$ cat src/rtl/ll_cmd_walker.sv
module ll_cmd_walker #(
  parameter int ADDR_W    = 32,
  parameter int DATA_W    = 32,
  parameter int LEN_W     = 8,
  parameter int CNT_W     = 8,
  parameter int PORT_W    = 3,
  parameter int GFX_PORT  = 2,
  parameter int END_BIT   = 23,
  parameter logic [ADDR_W-1:0] ADDR_MASK = 32'h001F_FFFC
) (
  input  logic              clk,
  input  logic              rst_n,
  input  logic              start,
  input  logic [ADDR_W-1:0] base_addr,
  input  logic              dir_to_ram,
  input  logic [PORT_W-1:0] port_sel,
  input  logic [CNT_W-1:0]  pkt_limit,
  output logic              mem_rd,
  output logic [ADDR_W-1:0] mem_addr,
  input  logic [DATA_W-1:0] mem_rdata,
  output logic              cmd_valid,
  input  logic              cmd_ready,
  output logic [DATA_W-1:0] cmd_data,
  output logic              busy,
  output logic              done,
  output logic              err
);

  localparam int LEN_LSB = DATA_W - LEN_W;

  typedef enum logic [2:0] {
    S_IDLE, S_HREQ, S_HWAIT, S_PREQ, S_PWAIT, S_PSEND, S_LINK
  } st_t;

  st_t               st_q;
  logic [ADDR_W-1:0] addr_q, next_q;
  logic [LEN_W-1:0]  remain_q;
  logic              last_q;
  logic [CNT_W-1:0]  pkts_q, limit_q;
  logic [DATA_W-1:0] data_q;

  wire              bad_req  = dir_to_ram || (port_sel != PORT_W'(GFX_PORT));
  wire [LEN_W-1:0]  hdr_len  = mem_rdata[DATA_W-1 -: LEN_W];
  wire [ADDR_W-1:0] step     = (addr_q + ADDR_W'(4)) & ADDR_MASK;
  wire [CNT_W-1:0]  pkts_nxt = pkts_q + CNT_W'(1);
  wire              lim_hit  = (limit_q != '0) && (pkts_nxt == limit_q);

  assign mem_rd    = (st_q == S_HREQ) || (st_q == S_PREQ);
  assign mem_addr  = addr_q;
  assign cmd_valid = (st_q == S_PSEND);
  assign cmd_data  = data_q;
  assign busy      = (st_q != S_IDLE);

  always_ff @(posedge clk) begin
    if (!rst_n) begin
      st_q     <= S_IDLE;
      addr_q   <= '0;
      next_q   <= '0;
      remain_q <= '0;
      last_q   <= 1'b0;
      pkts_q   <= '0;
      limit_q  <= '0;
      data_q   <= '0;
      done     <= 1'b0;
      err      <= 1'b0;
    end else begin
      done <= 1'b0;
      err  <= 1'b0;
      case (st_q)
        S_IDLE:
          if (start) begin
            if (bad_req) begin
              err <= 1'b1;
            end else begin
              addr_q  <= base_addr & ADDR_MASK;
              pkts_q  <= '0;
              limit_q <= pkt_limit;
              st_q    <= S_HREQ;
            end
          end
        S_HREQ: st_q <= S_HWAIT;
        S_HWAIT: begin
          remain_q <= hdr_len;
          last_q   <= mem_rdata[END_BIT];
          next_q   <= mem_rdata[ADDR_W-1:0] & ADDR_MASK;
          if (hdr_len == '0) begin
            st_q <= S_LINK;
          end else begin
            addr_q <= step;
            st_q   <= S_PREQ;
          end
        end
        S_PREQ: st_q <= S_PWAIT;
        S_PWAIT: begin
          data_q <= mem_rdata;
          st_q   <= S_PSEND;
        end
        S_PSEND:
          if (cmd_ready) begin
            if (remain_q == LEN_W'(1)) begin
              st_q <= S_LINK;
            end else begin
              remain_q <= remain_q - LEN_W'(1);
              addr_q   <= step;
              st_q     <= S_PREQ;
            end
          end
        S_LINK: begin
          pkts_q <= pkts_nxt;
          if (last_q) begin
            done <= 1'b1;
            st_q <= S_IDLE;
          end else if (lim_hit) begin
            err  <= 1'b1;
            st_q <= S_IDLE;
          end else begin
            addr_q <= next_q;
            st_q   <= S_HREQ;
          end
        end
        default: st_q <= S_IDLE;
      endcase
    end
  end

endmodule

$ cat config.mk
export PLATFORM = sky130hd
export DESIGN_NAME = ll_cmd_walker
export DESIGN_NICKNAME = d
export VERILOG_FILES = /design/src/rtl/ll_cmd_walker.sv
export SDC_FILE = /design/constraint.sdc
export NUM_CORES = 1
export LEC_CHECK = 0
export BUFFER_PORTS_ARGS = -buffer_cell sky130_fd_sc_hd__buf_2
export CAP_MARGIN = 25
export CORE_ASPECT_RATIO = 0.5
export CORE_MARGIN = 5
export CORE_UTILIZATION = 49
export DETAILED_ROUTE_END_ITERATION = 16
export PLACE_DENSITY = 0.84
export SETUP_SLACK_MARGIN = 0.05
export SYNTH_ARGS = -nofsm -noshare
export SYNTH_HDL_FRONTEND = slang
export SYNTH_SLANG_ARGS = --single-unit
$ cat constraint.sdc
create_clock -name clk -period 2.69 [get_ports clk]
set_clock_uncertainty 0.15 [all_clocks]
set_input_delay 0.4035 -clock clk [delete_from_list [all_inputs] [get_ports clk]]
set_output_delay 0.4035 -clock clk [all_outputs]
set_load 0.05 [all_outputs]
==> results.md, run 1 <==
- Avg Cell Area, Syn: 7.366 µm²
- Global-route usage over all layers: a little under a quarter
- Layout cell share with drive strength beyond 1: between 20% and 30%
- Comb power frac: ~43%
- Final Setup Violations: 0
- Num rows: 26
- Area of the multi-input gates: around 3000 µm²
- Arrival time worst endpoint: approximately 2.6 ns
- Synth async-reset ratio: 0%
- Pins Over Slew Limit: 0
- Clock share of power: between 20% and 30%
- Worst-path clk slew: about 0.070 ns
- Hold_buf cts: 0
- # port buffers: 122
- RSZ-0062 raised after global routing: true
- CTS buffer count: 9
- CP Max Fanout: 16
- # IOs: around 150
- Worst min-delay path class: in -> reg
- Post-route ant nets: 0
- Dpl hpwl: roughly 11000 µm
- Cell area power density: between 900 and 1000 nW/µm²
- Number of flops mapped to enable cells by yosys: 0
- Cell variety after synth: just over 60
- Crit Path Category: reg -> reg
- Slew headroom: 52.56%
- Sequential Power Share: 34.4%
- DRC: 0
- Max Cap Viol: 0
- Clock Root Buffer: clkbuf_16
- Placed Area: 5982 µm²
- Total Die Area: 13110 µm²
- Worst skew pair latency: between 0.3 and 0.4 ns
- Clk buf depth: 2
- Final-stage net count: just over 900
- Die width: about 160 µm
- Fillcell total: 900
- Largest net degree at the start of global routing: 40
- CP endpoint kind: flop
- Area grow syn2layout: 19.37%
- Pleak: between 0.002 and 0.003 µW
- NetSw: 2676 µW
- Internal power: roughly 3200 µW
- Period Utilization, post-route: a little over 90%
- CTS tree: built
- Number of H-tree levels: 3
- Final wirelength: between 15000 and 20000 µm
- Synth Register Bits: 100
- YS warnings: 0
- Sequential share of the synthesized area: 37.80%
- FF+latch area: approximately 2000 µm²
- Vias in the first global route: roughly 5000
- Critical Path RT: between 2 and 3 ns
- Core Region: just over 10000 µm²
- CP startpoint kind: flop
- WL per Instance: about 16 µm
- Routed vias/inst: around 5.7
- Initial DRC Count: roughly 470
- Setup TNS: 0 ns
- Fmax: approximately 400 MHz
- Starting Density: 51.04%
- Maximum VDD drop: between 0.4 and 0.5 mV
- Switching Fraction: 45.23%
- Cell area after synthesis: around 5300 µm²
- First-pass GRT wire length: 25390 µm
- Vias: ~5600
- Placed insts: 951
- CTS sink cnt: 100
- Status: finished, final reports clean
- Hold Vio Cnt, Final: 0
- Drt pass-1 iters: 5
- Gpl congestion: around 0.9
- Cells after Synth: between 700 and 800
- Grt total ovfl: 0
- Worst Slack Setup Final: 0.1782 ns
- Pre-CTS setup slack: 0.1324 ns
- Finished Cell Area: 6322 µm²
- Main synth FF type: dfxtp_1
- Initial antenna violation count: 2
- Cell Count, Final, Fillers Out: slightly below 1000
- Die Y: roughly 84 µm
- Min Clock Period, post-route: 2.512 ns
- Worst-Margin Slew: between 0.7 and 0.8 ns
stage by stage:
| stage | util, % | total power (µW) | hold slack [ns] |
|---|---|---|---|
| after floorplan | - | 3867 | 0.2832 |
| after CTS | 60.68 | 5896 | 0.1265 |
| final | 60.92 | 5917 | 0.1340 |
| after global routing | 60.92 | 6276 | 0.1292 |
| after detailed placement | 57.64 | 4530 | 0.2942 |
| after global placement | 57.64 | 4472 | 0.2887 |
worst max-delay path, cell delays in order, from the launching register on:
cell      delay, ns
dfxtp_1        0.53
nand4_2        0.21
or3_1          0.42
a211oi_2       0.33
and4_1         0.25
buf_4          0.22
nor4_1         0.09
a31o_1         0.20
cells in the mapped netlist, types with 8 or more instances:
cell type,number,share of area (%)
a22o_1,8,1.3
o21ai_1,22,2.1
a21oi_1,99,9.4
xnor2_1,12,2.0
o211ai_1,10,1.4
nor3_1,12,1.1
nor2_1,55,3.9
nand2_1,151,11
nand3_1,22,2.1
dfxtp_1,100,38
o21ai_0,25,2.4
clkbuf_1,42,3.0
nor4_1,13,1.5
inv_1,9,0.64
buf_4,15,2.1
mux2i_1,9,1.7
power groups by stage:
stage,Clock [µW],Sequential (µW),Combinational [µW]
finish,1360,2040,2520
floorplan,0,2470,1390
detailed placement,0,2050,2480
global placement,0,2040,2430
CTS,1380,2030,2490
global route,1460,2070,2740
final cells by class:
class	instances	share of cell area [%]
clock buffers	10	3.780
flip-flops and latches	100	31.68
diodes	1	0.03958
well taps	140	2.771
multi-input cells	557	47.48
inverters	11	0.6531
clock inverters	6	1.207
repair buffers	145	12.39
cells by family (layout without fill, tap and decap cells):
group / after synthesis / in the layout / share of synthesized area [%]
simple gates: 293 / 293 / 24.73
mux: 9 / 9 / 1.701
fa+ha+maj: 4 / 4 / 0.9450
flops: 100 / 100 / 37.80
other cells: 1 / 14 / 0.07080
xor+xnor: 18 / 18 / 2.977
buf+inv: 74 / 172 / 6.544
compound gates: 220 / 220 / 25.23
final timing paths:
path | to | cells after the start | start | slack (ns)
worst max register to register | mem_addr[6] | 7 | pkts_q[2] | 0.18
worst max-delay path | mem_addr[6] | 7 | pkts_q[2] | 0.18
worst min register to register | cmd_data[10] | 2 | cmd_data[10] | 0.30
worst min-delay path | limit_q[3] | 3 | pkt_limit[3] | 0.13
cells in the final DEF (no fill, tap or decap), drive strengths merged, types with 5 or more instances in the layout:
cell    netlist  final
nor4         14     14
o21ai        47     47
xor2          6      6
nand3        22     22
a22o          8      8
clkbuf       42     10
a21oi       100    100
o311ai        8      8
a31oi         7      7
nand2       152    152
inv          11     15
nor3         12     12
conb          1     13
mux2i         9      9
a22oi         6      6
dfxtp       100    100
o22ai         5      5
buf          21    145
nor2         55     55
nand4         6      6
o211ai       10     10
xnor2        12     12
and3          6      6
nand2b        5      5
repair_timing:
action | 4_1_cts | 5_1_grt
resized for setup | 0 | 2
setup endpoints to repair | 0 | 7
setup buffers | 0 | 2
sequential cells by signal (all words and copies together), names as in the netlist, 3 cells and up:
name / cells
cmd_data: 32
mem_addr: 19
next_q: 19
limit_q: 8
pkts_q: 8
remain_q: 8
st_q: 3
layer usage:
metal  vias up  wire length [µm]  track usage, %  share of wire, %
met4         2               142           5.621              0.93
met3        16              1403           6.991               9.2
met5         -                 7               0             0.046
li1       2735                 -               -                 -
met2       241              6855           34.99                45
met1      2566              6894           32.49                45
Power figures use the tool's default switching activity.
==> inputs of run 2 (changes only) <==
ABC_AREA = 0   (was unset)
PLACE_DENSITY = 0.76   (was 0.84)
==> results.md, run 2 (synthesis results as in run 1) <==
- Final-stage net count: 915 (+0.77%)
- Critical Path RT: 2.82 ns (+0.04 ns)
- Worst-Margin Slew: 0.6019 ns (-0.1033 ns)
- Hold Vio Cnt, Final: 0 (unchanged)
- Clock Root Buffer: clkbuf_16
- Worst-path clk slew: 0.07 ns (about the same)
- Routed vias/inst: 5.684 (-0.83%)
- Die Y: 83.52 µm (unchanged)
- Setup TNS: 0 ns (unchanged)
- Clk buf depth: 2 (unchanged)
- ANT cells: 0 (-1)
- Largest net degree at the start of global routing: 36 (-10%)
- Grt total ovfl: 0 (unchanged)
- Area grow syn2layout: 20.79%
- Maximum VDD drop: 0.4239 mV (-1.6%)
- Cell area power density: 931.7 nW/µm² (-0.44%)
- Hold_buf cts: 0 (unchanged)
- Final wirelength: 15070 µm (-1.5%)
- CTS tree: built
- Commonest non-fill, non-tap cell in the layout: nand2_1
- Post-layout util: 61.65% (+0.72 points)
- Status: finished, final reports clean
- Pleak: 0.002621 µW (+1.9%)
- DRC: 0 (unchanged)
- Gpl congestion: 0.9389 (+3.0%)
- Vias in the first global route: 5047 (-1.3%)
- CTS buffer count: 9 (unchanged)
- Final Setup Violations: 0 (unchanged)
- Dpl hpwl: 10950 µm (+0.72%)
- # port buffers: 122 (unchanged)
- Num rows: 26 (unchanged)
- Pre-CTS setup slack: 0.05513 ns (-0.07723 ns)
- # Post-CTS Setup Buffers: 0 (unchanged)
- Initial DRC Count: 406 (-14%)
- CP endpoint kind: flop
- WL per Instance: 15.44 µm (-2.1%)
- First-pass GRT wire length: 24860 µm (-2.1%)
- Starting Density: 51.04% (unchanged)
- RSZ-0062 raised after global routing: false
- Cts repair resizes: 0 (unchanged)
- Fillcell total: 954 (+6.0%)
- Number of H-tree levels: 3 (unchanged)
- Layout cell share with drive strength beyond 1: 21.29% (+0.42 points)
- Core Region: 10380 µm² (unchanged)
- CP Max Fanout: 15 (-1)
- Cell Count, Final, Fillers Out: 976 (+0.62%)
- Worst Slack Setup Final: 0.2216 ns (+0.04343 ns)
- Global-route usage over all layers: 22.74% (-0.47 points)
- CTS sink cnt: 100 (unchanged)
- Arrival time worst endpoint: 2.59 ns (about the same)
- Placed insts: 960 (+0.95%)
- Drt pass-1 iters: 5 (unchanged)
- Max Cap Viol: 0 (unchanged)
- Min Clock Period, post-route: 2.468 ns (-0.04343 ns)
- Vias: 5548 (-0.22%)
- Pins Over Slew Limit: 0 (unchanged)
- Total Die Area: 13110 µm² (unchanged)
- Final total power: 5961 µW (+0.74%)
- Fmax: 405.1 MHz (+1.8%)
- Crit Path Category: reg -> reg
- Max FFs per register: 32 (unchanged)
- Commonest cells after routing, fill and taps aside: nand2_1 (151), buf_2 (122), dfxtp_1 (100), a21oi_1 (99), nor2_1 (54)
- Worst skew pair latency: 0.34 ns (about the same)
- # IOs: 149 (unchanged)
- Period Utilization, post-route: 91.76% (-1.6 points)
- Post-route ant nets: 0 (unchanged)
- Slew headroom: 59.59% (+7.0 points)
- Die width: 157.0 µm (unchanged)
- Initial antenna violation count: 0 (-2)
- Worst min-delay path class: in -> reg
- CP startpoint kind: flop
run 2: area by class of cell:
| cell class | count | area, µm² | area share, % |
|---|---|---|---|
| clock inverter | 7 | 110.1 | 1.721 |
| sequential | 100 | 2002 | 31.29 |
| multi-input combinational | 557 | 2995 | 46.82 |
| clock buffer | 9 | 225.2 | 3.520 |
| inverter | 11 | 41.29 | 0.6454 |
| timing repair buffer | 152 | 848.3 | 13.26 |
| tap | 140 | 175.2 | 2.738 |
run 2: power by group:
group	leakage, µW	internal, µW	switching (µW)	total [µW]
logic	0.00165	748	1740	2490
clock network	0.000165	833	603	1440
registers	0.000811	1730	303	2030
total	0.00262	3310	2650	5960
run 2: metrics by stage:
stage               hold slack [ns]  area [µm²]
finish                       0.1357        6397
global route                 0.1325        6397
CTS                          0.1287        6397
detailed placement           0.2938        6062
global placement             0.2889        6062
floorplan                    0.2832        5341
run 2: path summary, 6_finish.rpt:
check,start,to,slack [ns],cells after the start
max,pkts_q[1],mem_addr[14],0.22,8
min,pkt_limit[4],limit_q[4],0.14,3
max reg2reg,pkts_q[1],mem_addr[14],0.22,8
min reg2reg,cmd_data[18],cmd_data[18],0.30,2
run 2: worst max-delay path, cell delays in order (launching register included):
cell	delay (ns)
dfxtp_1	0.38
ha_1	0.31
xnor2_1	0.14
a22o_1	0.20
nor4_1	0.28
buf_4	0.19
nand4_1	0.19
nand2_2	0.34
mux2i_1	0.21
run 2: routing by layer:
layer / vias up / GRT usage [%] / share of wire [%]
met5: - / 0 / 0
met1: 2577 / 30.91 / 45
met2: 199 / 36.16 / 46
li1: 2754 / - / -
met4: 0 / 4.840 / 1.3
met3: 18 / 6.318 / 8.5
